## src/rtl/flash_status_pkg.sv

```systemverilog
package flash_status_pkg;

  // Strobes passed from the control half to the datapath half
  typedef struct packed {
    logic showStatus;  // current read targets a busy bank
    logic toggleOut;   // toggle value to present on this read
  } statusCtrl_t;

endpackage

```

## src/rtl/flash_status_ctrl.sv

```systemverilog
module flash_status_ctrl
  import flash_status_pkg::*;
#(
  parameter int NUM_BANKS = 4,
  parameter int BANK_W    = 2
) (
  input  logic                 clk,
  input  logic                 rstN,
  input  logic [NUM_BANKS-1:0] bankBusy,
  input  logic                 rdStrobe,
  input  logic [BANK_W-1:0]    rdBank,
  output statusCtrl_t          ctrl
);

  logic [NUM_BANKS-1:0] togReg;
  logic [NUM_BANKS-1:0] bankHit;

  genvar g;
  generate
    for (g = 0; g < NUM_BANKS; g++) begin : gBank
      assign bankHit[g] = rdStrobe && (rdBank == BANK_W'(g));

      // Toggle parks at zero while idle, flips on each read while busy
      always_ff @(posedge clk) begin
        if (!rstN)               togReg[g] <= 1'b0;
        else if (!bankBusy[g])   togReg[g] <= 1'b0;
        else if (bankHit[g])     togReg[g] <= ~togReg[g];
      end

      assert_toggle_flip_R5: assert property (@(posedge clk) disable iff (!rstN)
        (bankHit[g] && bankBusy[g]) |=> (togReg[g] != $past(togReg[g])));

      assert_toggle_hold_R6: assert property (@(posedge clk) disable iff (!rstN)
        (!bankHit[g] && bankBusy[g]) |=> $stable(togReg[g]));

      assert_toggle_idle_R4: assert property (@(posedge clk) disable iff (!rstN)
        (!bankBusy[g]) |=> (togReg[g] == 1'b0));
    end
  endgenerate

  logic selBusy;
  logic selTog;

  always_comb begin
    selBusy = 1'b0;
    selTog  = 1'b0;
    for (int i = 0; i < NUM_BANKS; i++) begin
      if (rdBank == BANK_W'(i)) begin
        selBusy = bankBusy[i];
        selTog  = togReg[i];
      end
    end
    ctrl.showStatus = rdStrobe && selBusy;
    ctrl.toggleOut  = selTog;
  end

endmodule

```

## src/rtl/flash_status_data.sv

```systemverilog
module flash_status_data
  import flash_status_pkg::*;
#(
  parameter int NUM_BANKS  = 4,
  parameter int DATA_W     = 16,
  parameter int BANK_W     = 2,
  parameter int POLL_BIT   = 7,
  parameter int TOGGLE_BIT = 6
) (
  input  statusCtrl_t                 ctrl,
  input  logic [NUM_BANKS*DATA_W-1:0] lastWord,
  input  logic [DATA_W-1:0]           arrayData,
  input  logic [BANK_W-1:0]           rdBank,
  output logic [DATA_W-1:0]           rdData
);

  logic [DATA_W-1:0] selWord;
  logic [DATA_W-1:0] statusWord;

  always_comb begin
    selWord = '0;
    for (int i = 0; i < NUM_BANKS; i++) begin
      if (rdBank == BANK_W'(i)) selWord = lastWord[i*DATA_W +: DATA_W];
    end
  end

  always_comb begin
    statusWord             = selWord;
    statusWord[POLL_BIT]   = ~selWord[POLL_BIT];
    statusWord[TOGGLE_BIT] = ctrl.toggleOut;
  end

  assign rdData = ctrl.showStatus ? statusWord : arrayData;

endmodule

```

## src/rtl/flash_status_top.sv

```systemverilog
module flash_status_top
  import flash_status_pkg::*;
#(
  parameter int NUM_BANKS  = 4,
  parameter int DATA_W     = 16,
  parameter int POLL_BIT   = 7,
  parameter int TOGGLE_BIT = 6,
  localparam int BANK_W    = (NUM_BANKS > 1) ? $clog2(NUM_BANKS) : 1
) (
  input  logic                        clk,
  input  logic                        rstN,
  input  logic [NUM_BANKS-1:0]        bankBusy,
  input  logic [NUM_BANKS*DATA_W-1:0] lastWord,
  input  logic [DATA_W-1:0]           arrayData,
  input  logic                        rdStrobe,
  input  logic [BANK_W-1:0]           rdBank,
  output logic [DATA_W-1:0]           rdData
);

  statusCtrl_t ctrl;

  flash_status_ctrl #(
    .NUM_BANKS(NUM_BANKS),
    .BANK_W   (BANK_W)
  ) i_ctrl (
    .clk     (clk),
    .rstN    (rstN),
    .bankBusy(bankBusy),
    .rdStrobe(rdStrobe),
    .rdBank  (rdBank),
    .ctrl    (ctrl)
  );

  flash_status_data #(
    .NUM_BANKS (NUM_BANKS),
    .DATA_W    (DATA_W),
    .BANK_W    (BANK_W),
    .POLL_BIT  (POLL_BIT),
    .TOGGLE_BIT(TOGGLE_BIT)
  ) i_data (
    .ctrl     (ctrl),
    .lastWord (lastWord),
    .arrayData(arrayData),
    .rdBank   (rdBank),
    .rdData   (rdData)
  );

  // Port-level checks on the returned word
  logic bankIsBusy;
  logic [DATA_W-1:0] addrWord;
  logic [DATA_W-1:0] fieldMask;

  always_comb begin
    bankIsBusy = 1'b0;
    addrWord   = '0;
    for (int i = 0; i < NUM_BANKS; i++) begin
      if (rdBank == BANK_W'(i)) begin
        bankIsBusy = bankBusy[i];
        addrWord   = lastWord[i*DATA_W +: DATA_W];
      end
    end
    fieldMask             = '1;
    fieldMask[POLL_BIT]   = 1'b0;
    fieldMask[TOGGLE_BIT] = 1'b0;
  end

  assert_idle_pass_R1: assert property (@(posedge clk) disable iff (!rstN)
    (rdStrobe && !bankIsBusy) |-> (rdData == arrayData));

  assert_poll_inv_R2: assert property (@(posedge clk) disable iff (!rstN)
    (rdStrobe && bankIsBusy) |-> (rdData[POLL_BIT] != addrWord[POLL_BIT]));

  assert_other_bits_R3: assert property (@(posedge clk) disable iff (!rstN)
    (rdStrobe && bankIsBusy) |-> ((rdData & fieldMask) == (addrWord & fieldMask)));

endmodule

```

## config.mk

```make
export PLATFORM = sky130hd
export DESIGN_NAME = flash_status_top
export DESIGN_NICKNAME = d
export VERILOG_FILES = /design/src/rtl/flash_status_pkg.sv /design/src/rtl/flash_status_ctrl.sv /design/src/rtl/flash_status_data.sv /design/src/rtl/flash_status_top.sv
export SDC_FILE = /design/constraint.sdc
export NUM_CORES = 1
export LEC_CHECK = 0
export BUFFER_PORTS_ARGS = -buffer_cell sky130_fd_sc_hd__buf_2
export CAP_MARGIN = 20
export CORE_ASPECT_RATIO = 0.75
export CORE_MARGIN = 4
export CORE_UTILIZATION = 30
export CTS_CLUSTER_DIAMETER = 200
export CTS_CLUSTER_SIZE = 30
export DETAILED_ROUTE_END_ITERATION = 8
export PLACE_DENSITY = 0.82
export SYNTH_ARGS = -nofsm -noshare
export SYNTH_HDL_FRONTEND = slang
export SYNTH_SLANG_ARGS = --single-unit
```

## constraint.sdc

```tcl
create_clock -name clk -period 1.25 [get_ports clk]
set_clock_uncertainty 0.15 [all_clocks]
set_input_delay 0.0625 -clock clk [delete_from_list [all_inputs] [get_ports clk]]
set_output_delay 0.0625 -clock clk [all_outputs]
set_load 0.005 [all_outputs]
```

# Word level (Yosys, flattened, before mapping)
# Index checks and enable logic that the tools add are counted.
word_totals:
  romBits: 0
  latch_bits: 0
  out_inout_bits: 16
  reg_bits: 4
  ram_bits: 0
  elab_cells: 35
  mem_count: 0
classes:
  n_bitwise: 5
  mux: 13
  n_reduce_logical: 10
  shifts: 0
  mul: 0
  add_sub_neg: 0
  eq_ne: 3
  magnitude_cmp: 0
  div_mod_pow: 0
ops:
  columns: ["op", "n"]
  rows:
  - ["2-to-1 mux 16 bit", 5]
  - ["2-to-1 mux 1 bit", 8]
  - ["AND reduction 2 bit", 4]
  - ["logical AND 1 bit", 5]
  - ["inverter 1 bit", 5]
  - ["equality test 2 bit (second input constant)", 2]
  - ["equality test 2 x 1 -> 1 bit (second input constant)", 1]
  - ["logical NOT 2 bit", 1]

# Longest topological paths before layout
# Gate-level depths: netlist of run 1.
logic_depth:
  word_depth: 7
  ltp_mapped: 5
  depth_no_buf: 3

# Cells and area by module
# From an unflattened synthesis of run 1, not the netlist that was laid out.
unflattened:
  hier_cells: 110
  area_unflattened_um2: 1026.0
by_module_without_submodules:
  columns: ["module", "instances", "area_each_um2", "seq_area_each_um2", "cells_each"]
  rows:
  - ["flash_status_data", 1, 762.0, 0.0, 85]
  - ["flash_status_ctrl", 1, 264.0, 80.1, 25]

# Worst setup path before layout of run 1
# OpenSTA, ideal clock, no wires.
synth_path:
  kind: "input-to-output"
  from: "input rdBank[0]"
  to: "output rdData[10]"
  path_buffers: 2
  arrival_ns: 1.102
  path_slack_ns: -0.065
  path_stages: 5
  required_ns: 1.038
  cell_sequence: "buf_6 > mux2i_1 > o22ai_4 > buf_6 > mux2_4"
synth_via:
  elab_chain_cells: 7
synth_rtl:
  columns: ["item", "line", "source"]
  rows:
  - ["start, declared", "flash_status_top.sv:16", "input logic [BANK_W-1:0] rdBank,"]
  - ["logical NOT 2 bit", "flash_status_ctrl.sv:48, flash_status_data.sv:23", null]
  - ["2-to-1 mux 1 bit (4 in series)", "flash_status_ctrl.sv:48", "if (rdBank == BANK_W'(i)) begin"]
  - ["logical AND 1 bit", "flash_status_ctrl.sv:53", "ctrl.showStatus = rdStrobe && selBusy;"]
  - ["2-to-1 mux 16 bit (*)", "flash_status_data.sv:33", "assign rdData = ctrl.showStatus ? statusWord : arrayData;"]
  - ["end, declared", "flash_status_top.sv:17", "output logic [DATA_W-1:0] rdData"]
# Mark *: on every way between the ends. The rest lies on a longest branch, timed or not.

# Worst setup path after layout of run 1
layout_path:
  from: "register i_ctrl.togReg[3]"
  to: "output rdData[6]"
layout_via:
  elab_chain_cells: 2
layout_rtl:
  columns: ["item", "line", "source"]
  rows:
  - ["start, declared", "flash_status_ctrl.sv:15", "logic [NUM_BANKS-1:0] togReg;"]
  - ["start signal, assigned by index", "flash_status_ctrl.sv:27", "else if (bankHit[g]) togReg[g] <= ~togReg[g];"]
  - ["2-to-1 mux 1 bit", "flash_status_ctrl.sv:48", null]
  - ["2-to-1 mux 16 bit", "flash_status_data.sv:33", null]
# Every way passes these cells.

==> results of run 1 <==
==> routing by layer <==
metal / part of all wire, % / global-route usage, % / vias up
li1: - / - / 487
met1: 34 / 16.1 / 503
met2: 56 / 33.2 / 52
met3: 9.5 / 5.50 / 2
met4: 0.57 / 4.78 / 0
met5: 0 / 0 / -
==> cell families after synthesis <==
family	Yosys count	share of synthesized area [%]
XOR/XNOR	3	3.04
flip-flops	4	9.28
buffers and inverters	7	7.83
AO/OA/AOI/OAI	3	3.48
multiplexers	34	69.6
AND/OR/NAND/NOR	10	6.81
==> power groups by stage <==
stage / combinational [mW] / clock (mW) / sequential (mW)
final: 0.619 / 0.274 / 0.133
after global placement: 0.456 / 0 / 0.135
after global routing: 0.661 / 0.302 / 0.134
after detailed placement: 0.469 / 0 / 0.135
after CTS: 0.601 / 0.279 / 0.133
after floorplan: 0.267 / 0 / 0.135
==> metrics by stage <==
| stage | hold WS [ps] | power (mW) | worst slack (ps) | util, % | setup TNS, ps |
|---|---|---|---|---|---|
| global route | 271 | 1.10 | -377 | 65.5 | -3070 |
| floorplan | 28.6 | 0.401 | -61.0 | - | -608 |
| finish | 263 | 1.03 | -345 | 65.5 | -2590 |
| detailed placement | 166 | 0.604 | -466 | 52.9 | -6420 |
| global placement | 162 | 0.591 | -419 | 52.9 | -6110 |
| CTS | 245 | 1.01 | -348 | 64.4 | -2520 |
==> critical path, cell delays in order (launching register included) <==
cell	delay [ps]
dfxtp_2	310
mux4_2	460
mux2_4	270
buf_6	120
==> cell type report <==
cell class                 instances  share of cell area (%)
clock buffer                       3                    2.35
inverter                           1                   0.214
multi-input combinational         50                    42.3
sequential                         4                    4.63
tap                               36                    2.56
timing repair buffer             120                    47.9
==> worst min-delay path by stage <==
stage / startpoint / to / slack [ps]
floorplan: rstN / i_ctrl.togReg[2] / 30
global placement: bankBusy[3] / i_ctrl.togReg[3] / 160
detailed placement: bankBusy[3] / i_ctrl.togReg[3] / 170
CTS: rdBank[1] / i_ctrl.togReg[2] / 240
global route: arrayData[9] / rdData[9] / 270
finish: arrayData[13] / rdData[13] / 260
==> cell usage after synthesis <==
cell type / number
and3_1: 3
mux2_4: 11
buf_12: 1
dfxtp_1: 4
xor2_1: 1
inv_1: 1
nand3b_1: 1
o22ai_4: 1
o21ai_0: 1
mux2_2: 4
buf_2: 2
nand2_1: 2
buf_6: 3
mux4_2: 16
nand2b_1: 1
a21oi_1: 1
nand3_1: 1
mux2i_1: 3
or3_1: 1
nor3b_1: 1
xnor2_1: 2
==> what timing repair did <==
action                                 4_1_cts  5_1_grt
hold buffers                                 5        0
gates cloned                                 1        0
buffers inserted                             4        0
pin swaps                                    1        0
setup endpoints to repair                   16       16
gates resized for setup                     27        6
endpoints found under the hold margin        4        0
==> out/qor.yml, run 1 <==
layout:
  postLayoutCellArea_mm2: 0.00176
  multi_input_area_um2: 743
  largest_reg_flops: 4
  nNetsFinal: 269
  regMostFlops: "i_ctrl.togReg"
  n_antenna_cell: 0
  final_common_cell: "buf_2"
  fin_cells: 214
  layout-drive-gt1-share_pct: 85.4
  regArea_um2: 81.3
  fillerInstances: 217
  final_cell_mix: "84 x buf_2, 16 x mux4_2, 15 x mux2_4, 15 x buf_6, 10 x buf_4"
  area_growth_syn_to_layout_pct: 103
  reg.largest.list: "i_ctrl.togReg (4)"
worst_setup_path:
  startpoint: "i_ctrl.togReg[3]"
  cp-end-kind: "primary output"
  startpoint_type: "flip-flop"
  critPathKind: "reg -> out"
  worstPathMaxFanout: 2
  worstReg2RegStart: "i_ctrl.togReg[2]"
  r2r_end: "i_ctrl.togReg[2]"
  arrival_ps: 1380
  worstSetupEndpoint: "rdData[6]"
  crit_required_ps: 1040
  timing.reg2reg.worst_path_depth: 3
  rrSetupSlack_ps: 120
yosys:
  syn_area_per_cell_um2: 14.2
  ys_ff_latch: 4
  yosysSeqAreaShare_pct: 9.28
  synth.area.top_cells: "mux4_2 42%, mux2_4 19%, dfxtp_1 9.3%"
  syn_inst: 61
  synth_top_cell_by_area: "mux4_2"
  synth_area_um2: 863
  syn_nets: 150
  synthDominantCellAreaShare_pct: 41.7
  ys_warn_count: 0
  synth.distinct_cells: 21
sta:
  clock.fmax_mhz: 627
  slew_headroom_pct: 83.2
  drv_slew: 0
  fin_crit_ps: 1590
  rsz0062_at_grt: "yes"
  layout_setup_ws_ps: -345
  setup_violations: 16
  tightest_slew_ps: 246
  finalHoldViolations: 0
  timing.final.crit_share_pct: 128
power_and_ir_drop:
  p_sw_mw: 0.259
  power.leakage_nw: 0.886
  pwr-share-clk_pct: 26.7
  comb_power_share_pct: 60.3
  power.density_mw_per_mm2: 584
  swShare_pct: 25.3
  ir_drop_uv: 800
  seqPwrFrac_pct: 13.0
  p_int_mw: 0.766
hold_path:
  hold_class: "in -> out"
  holdPathStages: 3
place:
  place_hpwl_um: 2510
  place_congestion: 0.787
  dpl_cell_area_mm2: 0.00142
  dpl.cell_count: 201
  io_buffers: 100
floorplan:
  die_y_um: 54.5
  start_util_pct: 32.2
  dieArea_mm2: 0.00381
  rows: 16
  core_mm2: 0.00268
  die_x_um: 69.9
  io_pins: 105
grt:
  antenna_found_initial: 0
  grt_max_degree: 13
  grt_pass1_wl_um: 4760
  grt.total_usage_pct: 16.3
  overflow: 0
  grt_pass1_vias: 1097
run_status:
  status: "finished, violations left"
  violations: "setup timing"
routing:
  wl_per_cell_um: 14.9
  dr.pass1.iters: 4
  drt_iter0_markers: 5
  routed_via_density: 4.88
  num_vias: 1044
  wirelength_um: 3180
  final_antenna_net_count: 0
  drc: 0
clock_tree:
  cts_tree: "built"
  clkTransAtPathRegs_ps: 30
  cts_buffers: 3
  clk_latency_ps: 220
  h-tree-depth: 1
  cts_root_buf: "clkbuf_8"
  cts_max_path_buffers: 2
  cts_sinks: 4
flow_run:
  cap_violations: 0
Note: power is estimated with default switching activity, not from simulation.
==> inputs of run 2 (changes only) <==
- ABC_AREA: default -> 1
- CORE_UTILIZATION: 30 -> 33
- PLACE_DENSITY: 0.82 -> 0.81
==> run 2 against run 1 <==
Design area increased by 9.5%. The run now ends clean. Highest routed layer unchanged. Cell count increased by 59%. Sequential power about the same.
==> out/qor.yml, run 2 <==
power_and_ir_drop:
  p_int_mw: 0.664
  seqPwrFrac_pct: 12.8
  p_sw_mw: 0.376
  comb_power_share_pct: 60.6
  power.leakage_nw: 1.07
  pwr-share-clk_pct: 26.5
  swShare_pct: 36.2
  ir_drop_uv: 256
  power.density_mw_per_mm2: 541
clock_tree:
  cts_tree: "built"
  cts_buffers: 3
  cts_sinks: 4
  clkTransAtPathRegs_ps: 30
  cts_root_buf: "clkbuf_8"
  h-tree-depth: 1
  clk_latency_ps: 220
  cts_max_path_buffers: 2
yosys:
  synthDominantCellAreaShare_pct: 29.5
  synth_area_mm2: 0.00111
  synthArstFlopShare_pct: 0
  yosysSeqAreaShare_pct: 7.24
  synth.area.top_cells: "nand2_1 30%, nand2_2 11%, nand3_2 10%"
  synth_ff_type: "dfxtp_1"
  syn_nets: 276
  yosysMostFrequentCell: "nand2_1"
  ys_ff_latch: 4
  syn_area_per_cell_um2: 5.91
  ys_warn_count: 0
  synth.distinct_cells: 23
  yosys-top-cells-count: "87 x nand2_1, 20 x nand2_2, 15 x nand4_1, 11 x nand3_2, 10 x inv_1"
  synth_top_cell_by_area: "nand2_1"
  synth_edf_count: 0
  syn_inst: 187
layout:
  regMostFlops: "i_ctrl.togReg"
  final_common_cell: "buf_2"
  reg.largest.list: "i_ctrl.togReg (4)"
  layout-drive-gt1-share_pct: 55.1
  final_util_pct: 62.4
  largest_reg_flops: 4
  nNetsFinal: 394
  fin_cells: 341
  area_growth_syn_to_layout_pct: 74.0
  final_cell_mix: "97 x buf_2, 85 x nand2_1, 22 x nand2_2"
  n_antenna_cell: 0
floorplan:
  rows: 17
  die_x_um: 74.9
  core_mm2: 0.00308
  dieArea_mm2: 0.00435
  io_pins: 105
  start_util_pct: 35.9
  die_y_um: 58.1
place:
  place_congestion: 0.763
  place_hpwl_um: 3470
  dpl.cell_count: 331
  io_buffers: 100
routing:
  wirelength_um: 4450
  num_vias: 1641
  dr.pass1.iters: 4
  final_antenna_net_count: 0
  wl_per_cell_um: 13.1
  drc: 0
  drt_iter0_markers: 52
  routed_via_density: 4.81
sta:
  finalHoldViolations: 0
  fin_crit_ps: 1210
  drv_slew: 0
  timing.final.crit_share_pct: 97.0
  clock.fmax_mhz: 824
  slew_headroom_pct: 85.5
  tightest_slew_ps: 218
  setup_violations: 0
grt:
  antenna_found_initial: 0
  grt.total_usage_pct: 19.2
  grt_pass1_vias: 1513
  grt_max_degree: 17
  grt_pass1_wl_um: 6560
  overflow: 0
worst_setup_path:
  cp-end-kind: "primary output"
  worstPathMaxFanout: 8
  startpoint: "rdBank[0]"
  worstReg2RegStart: "i_ctrl.togReg[3]"
  rrSetupSlack_ps: 380
  r2r_end: "i_ctrl.togReg[3]"
  worstSetupEndpoint: "rdData[6]"
  crit_required_ps: 1040
  critPathKind: "in -> out"
  arrival_ps: 1000
  startpoint_type: "primary input"
  timing.reg2reg.worst_path_depth: 2
flow_run:
  cap_violations: 0
hold_path:
  hold_class: "in -> reg"
run_status:
  status: "finished, final reports clean"
[run 2: cell count changes after synthesis, sizes merged, moves of 8 or more]
| cell | change |
|---|---|
| nand2 | +109 |
| mux4 | -16 |
| inv | +11 |
| nor2 | +8 |
| mux2 | -15 |
| nand3 | +21 |
| nand4 | +15 |
[run 2: cell families (layout without fill, tap and decap cells)]
logic type                count (synthesis)  after routing  share of synthesized area, %
and+or+nand+nor                         158            159                          77.4
xor gates and xnor gates                  1              1                         0.792
buffers and inverters                    22            137                          12.7
DFF                                       4              4                          7.24
AOI/OAI and AO/OA                         2              2                          1.92
[run 2: what timing repair did]
action	in CTS	in global routing
buffers inserted	0	0
pin swaps	1	8
cloned	1	1
resized for setup	5	11
hold buffers	5	0
endpoints found under the hold margin	4	0
setup endpoints to repair	16	16
[run 2: cell type report]
type	instances	area (µm²)
Sequential cell	4	80.1
Tap cell	38	47.5
Inverter	13	56.3
Timing Repair Buffer	121	790
Clock buffer	3	41.3
Fill cell	278	1160
Multi-Input combinational cell	162	910
[run 2: metal layers]
layer / up-vias / global-route usage (%) / part of all wire (%) / wire length, µm
li1: 834 / - / - / -
met1: 706 / 22.4 / 39 / 1740
met2: 97 / 35.4 / 47 / 2090
met3: 4 / 2.77 / 13 / 578
met4: 0 / 6.09 / 1.1 / 48
met5: - / 0 / 0 / 0
[run 2: worst min path at each step]
stage	from	end	cells past startpoint
after floorplan	rstN	i_ctrl.togReg[3]	2
after CTS	rdBank[1]	i_ctrl.togReg[0]	4
final	rdBank[0]	i_ctrl.togReg[0]	4
after global routing	rdBank[0]	i_ctrl.togReg[0]	4
after detailed placement	bankBusy[0]	i_ctrl.togReg[0]	3
after global placement	bankBusy[0]	i_ctrl.togReg[0]	3
[run 2: metrics by stage]
stage	instance area (µm²)	hold WS (ps)	power [mW]	TNS, ps	worst slack [ps]
4_1_cts	1850	165	1.01	0	9.33
3_5_place_dp	1740	174	0.708	-930	-89.0
5_1_grt	1920	141	1.12	-25.6	-7.89
2_1_floorplan	1110	28.6	0.438	0	167
3_3_place_gp	1740	153	0.700	-530	-43.5
6_report	1920	109	1.04	0	36.9
[run 2: power groups by stage]
stage                     sequential (mW)  combinational, mW  clock (mW)
after floorplan                     0.135              0.303           0
after global placement              0.135              0.565           0
after detailed placement            0.135              0.573           0
after CTS                           0.134              0.599       0.277
after global routing                0.134              0.695       0.288
final                               0.134              0.631       0.276
[run 2: critical path, stage by stage]
cell and delay, ps:
buf_12 110, inv_4 50, nand3_4 80, nand2_4 60, o21ai_4 220, clkbuf_16 200
nand2_2 50, nand2_2 40, buf_2 110
==> inputs of run 3 (changes only) <==
- CORE_MARGIN: 4 -> 2
- CORE_UTILIZATION: 33 -> 34
- CTS_BUF_LIST: default -> sky130_fd_sc_hd__clkbuf_8
- PLACE_DENSITY: 0.81 -> 0.82
==> run 3 against run 2 <==
Clock power is 2% lower. Non-clock buffer count is 1 lower. Cell count is 0.59% lower. Sequential power hardly changed. Combinational power is 4.9% lower. Maximum frequency is 2.6% higher. Count of clock-buffer cells in the layout stayed put. Register-to-register slack hardly changed. Setup slack better by 31 ps. Critical path type is now reg -> out. Largest cell class unchanged. Highest routed layer unchanged.
==> out/qor.yml, run 3 (synthesis gave the netlist of run 2 again) <==
grt:
  grt_max_degree: 17
  antenna_found_initial: 0
  grt_pass1_vias: 1441
  grt.total_usage_pct: 20.6
  grt_pass1_wl_um: 6070
  overflow: 0
run_status:
  status: "finished, final reports clean"
routing:
  routed_via_density: 4.83
  drc: 0
  drt_iter0_markers: 27
  num_vias: 1639
  wirelength_um: 4020
  dr.pass1.iters: 4
  final_antenna_net_count: 0
  wl_per_cell_um: 11.8
power_and_ir_drop:
  power.density_mw_per_mm2: 536
  power.leakage_nw: 1.05
  pwr-share-clk_pct: 26.9
  swShare_pct: 35.7
  p_sw_mw: 0.359
  comb_power_share_pct: 59.8
  p_int_mw: 0.646
  ir_drop_uv: 680
  seqPwrFrac_pct: 13.3
sta:
  fin_tns_setup_ps: 0
  clock.fmax_mhz: 846
  fin_crit_ps: 1180
  tightest_slew_ps: 227
  setup_violations: 0
  finalHoldViolations: 0
  timing.final.crit_share_pct: 94.6
  slew_headroom_pct: 84.9
  drv_slew: 0
worst_setup_path:
  crit_required_ps: 1040
  startpoint_type: "flip-flop"
  crit_chain: "nand2_1 -> nand4_1 -> nand2_2 -> nand2_2 -> buf_2"
  cp-end-kind: "primary output"
  crit_slowest_cell: "dfxtp_1"
  worstPathMaxFanout: 3
  critPathKind: "reg -> out"
  crit_top_cell: "nand2_2"
  slowest_delay_ps: 320
  arrival_ps: 970
place:
  io_buffers: 100
  place_hpwl_um: 3230
  place_congestion: 0.922
clock_tree:
  clkTransAtPathRegs_ps: 30
  clk_latency_ps: 210
  cts_tree: "built"
  cts_buffers: 3
  cts_max_path_buffers: 2
  cts_sinks: 4
  h-tree-depth: 1
  cts_root_buf: "clkbuf_8"
layout:
  reg.largest.list: "i_ctrl.togReg (4)"
  layout-drive-gt1-share_pct: 53.8
  regArea_um2: 80.1
  largest_reg_flops: 4
  n_antenna_cell: 0
  nNetsFinal: 392
  final_cell_mix: "98 x buf_2, 87 x nand2_1, 20 x nand2_2"
  regMostFlops: "i_ctrl.togReg"
  multi_input_area_um2: 895
  final_util_pct: 62.1
  final_common_cell: "buf_2"
  area_growth_syn_to_layout_pct: 69.5
  fillerInstances: 285
floorplan:
  rows: 17
  core_mm2: 0.00302
  die_y_um: 53.4
  dieArea_mm2: 0.00373
  die_x_um: 69.9
  io_pins: 105
  start_util_pct: 36.6
flow_run:
  cap_violations: 0
hold_path:
  hold_class: "in -> reg"
## run 3: cell types whose count changed in the layout (fill, tap and decap cells not counted), moves of 2 or more
cell     delta
buf_12      -2
buf_6       -2
nand2_1     +2
nand2_2     -2
nand2_4     -2
## run 3: worst paths after layout
| kind | start | end | slack [ps] | cells past startpoint |
|---|---|---|---|---|
| worst max-delay path | i_ctrl.togReg[3] | rdData[6] | 70 | 5 |
| worst min-delay path | rdBank[0] | i_ctrl.togReg[0] | 80 | 4 |
| worst max register to register | i_ctrl.togReg[3] | i_ctrl.togReg[3] | 370 | 2 |
| worst min register to register | i_ctrl.togReg[3] | i_ctrl.togReg[3] | 350 | 2 |
## run 3: critical path: cells and delay by family, from the launching register on
family	cells	cell delay [ps]
buffers and inverters	1	110
and+or+nand+nor	4	320
DFF	1	320
## run 3: power by group through the flow
stage | Sequential, mW | Combinational [mW] | Clock (mW)
global placement | 0.135 | 0.561 | 0
global route | 0.134 | 0.665 | 0.290
detailed placement | 0.135 | 0.567 | 0
floorplan | 0.135 | 0.303 | 0
finish | 0.134 | 0.600 | 0.270
CTS | 0.134 | 0.589 | 0.279
## run 3: final cells by class
type                       count  share of cell area, %
clock buffer                   3                   2.20
inverter                      13                   3.00
multi-input combinational    161                   47.7
sequential                     4                   4.27
tap                           38                   2.54
timing repair buffer         120                   40.3
## run 3: timing repair
action,in CTS,in global routing
buffers inserted,0,1
endpoints found under the hold margin,4,0
gates resized for setup,3,6
pin swaps,0,11
hold buffers,5,0
cloned,0,1
setup endpoints to repair,16,16
## run 3: metal layers
layer / vias up / global-route usage, % / part of all wire, % / wire length (µm)
met2: 91 / 39.8 / 48 / 1940
met3: 4 / 4.76 / 10 / 401
li1: 827 / - / - / -
met4: 0 / 2.88 / 0.57 / 23
met1: 717 / 23.9 / 41 / 1660
met5: - / 0 / 0 / 0
## run 3: metrics by stage
| step | instance area [µm²] | worst slack [ps] | instances | hold slack [ps] | power [mW] |
|---|---|---|---|---|---|
| floorplan | 1110 | 167 | 187 | 28.6 | 0.438 |
| global placement | 1720 | -35.9 | 330 | 153 | 0.696 |
| detailed placement | 1720 | -47.8 | 330 | 152 | 0.702 |
| CTS | 1830 | 3.03 | 338 | 101 | 1.00 |
| global route | 1870 | -1.71 | 339 | 134 | 1.09 |
| finish | 1870 | 67.7 | 339 | 81.1 | 1.00 |
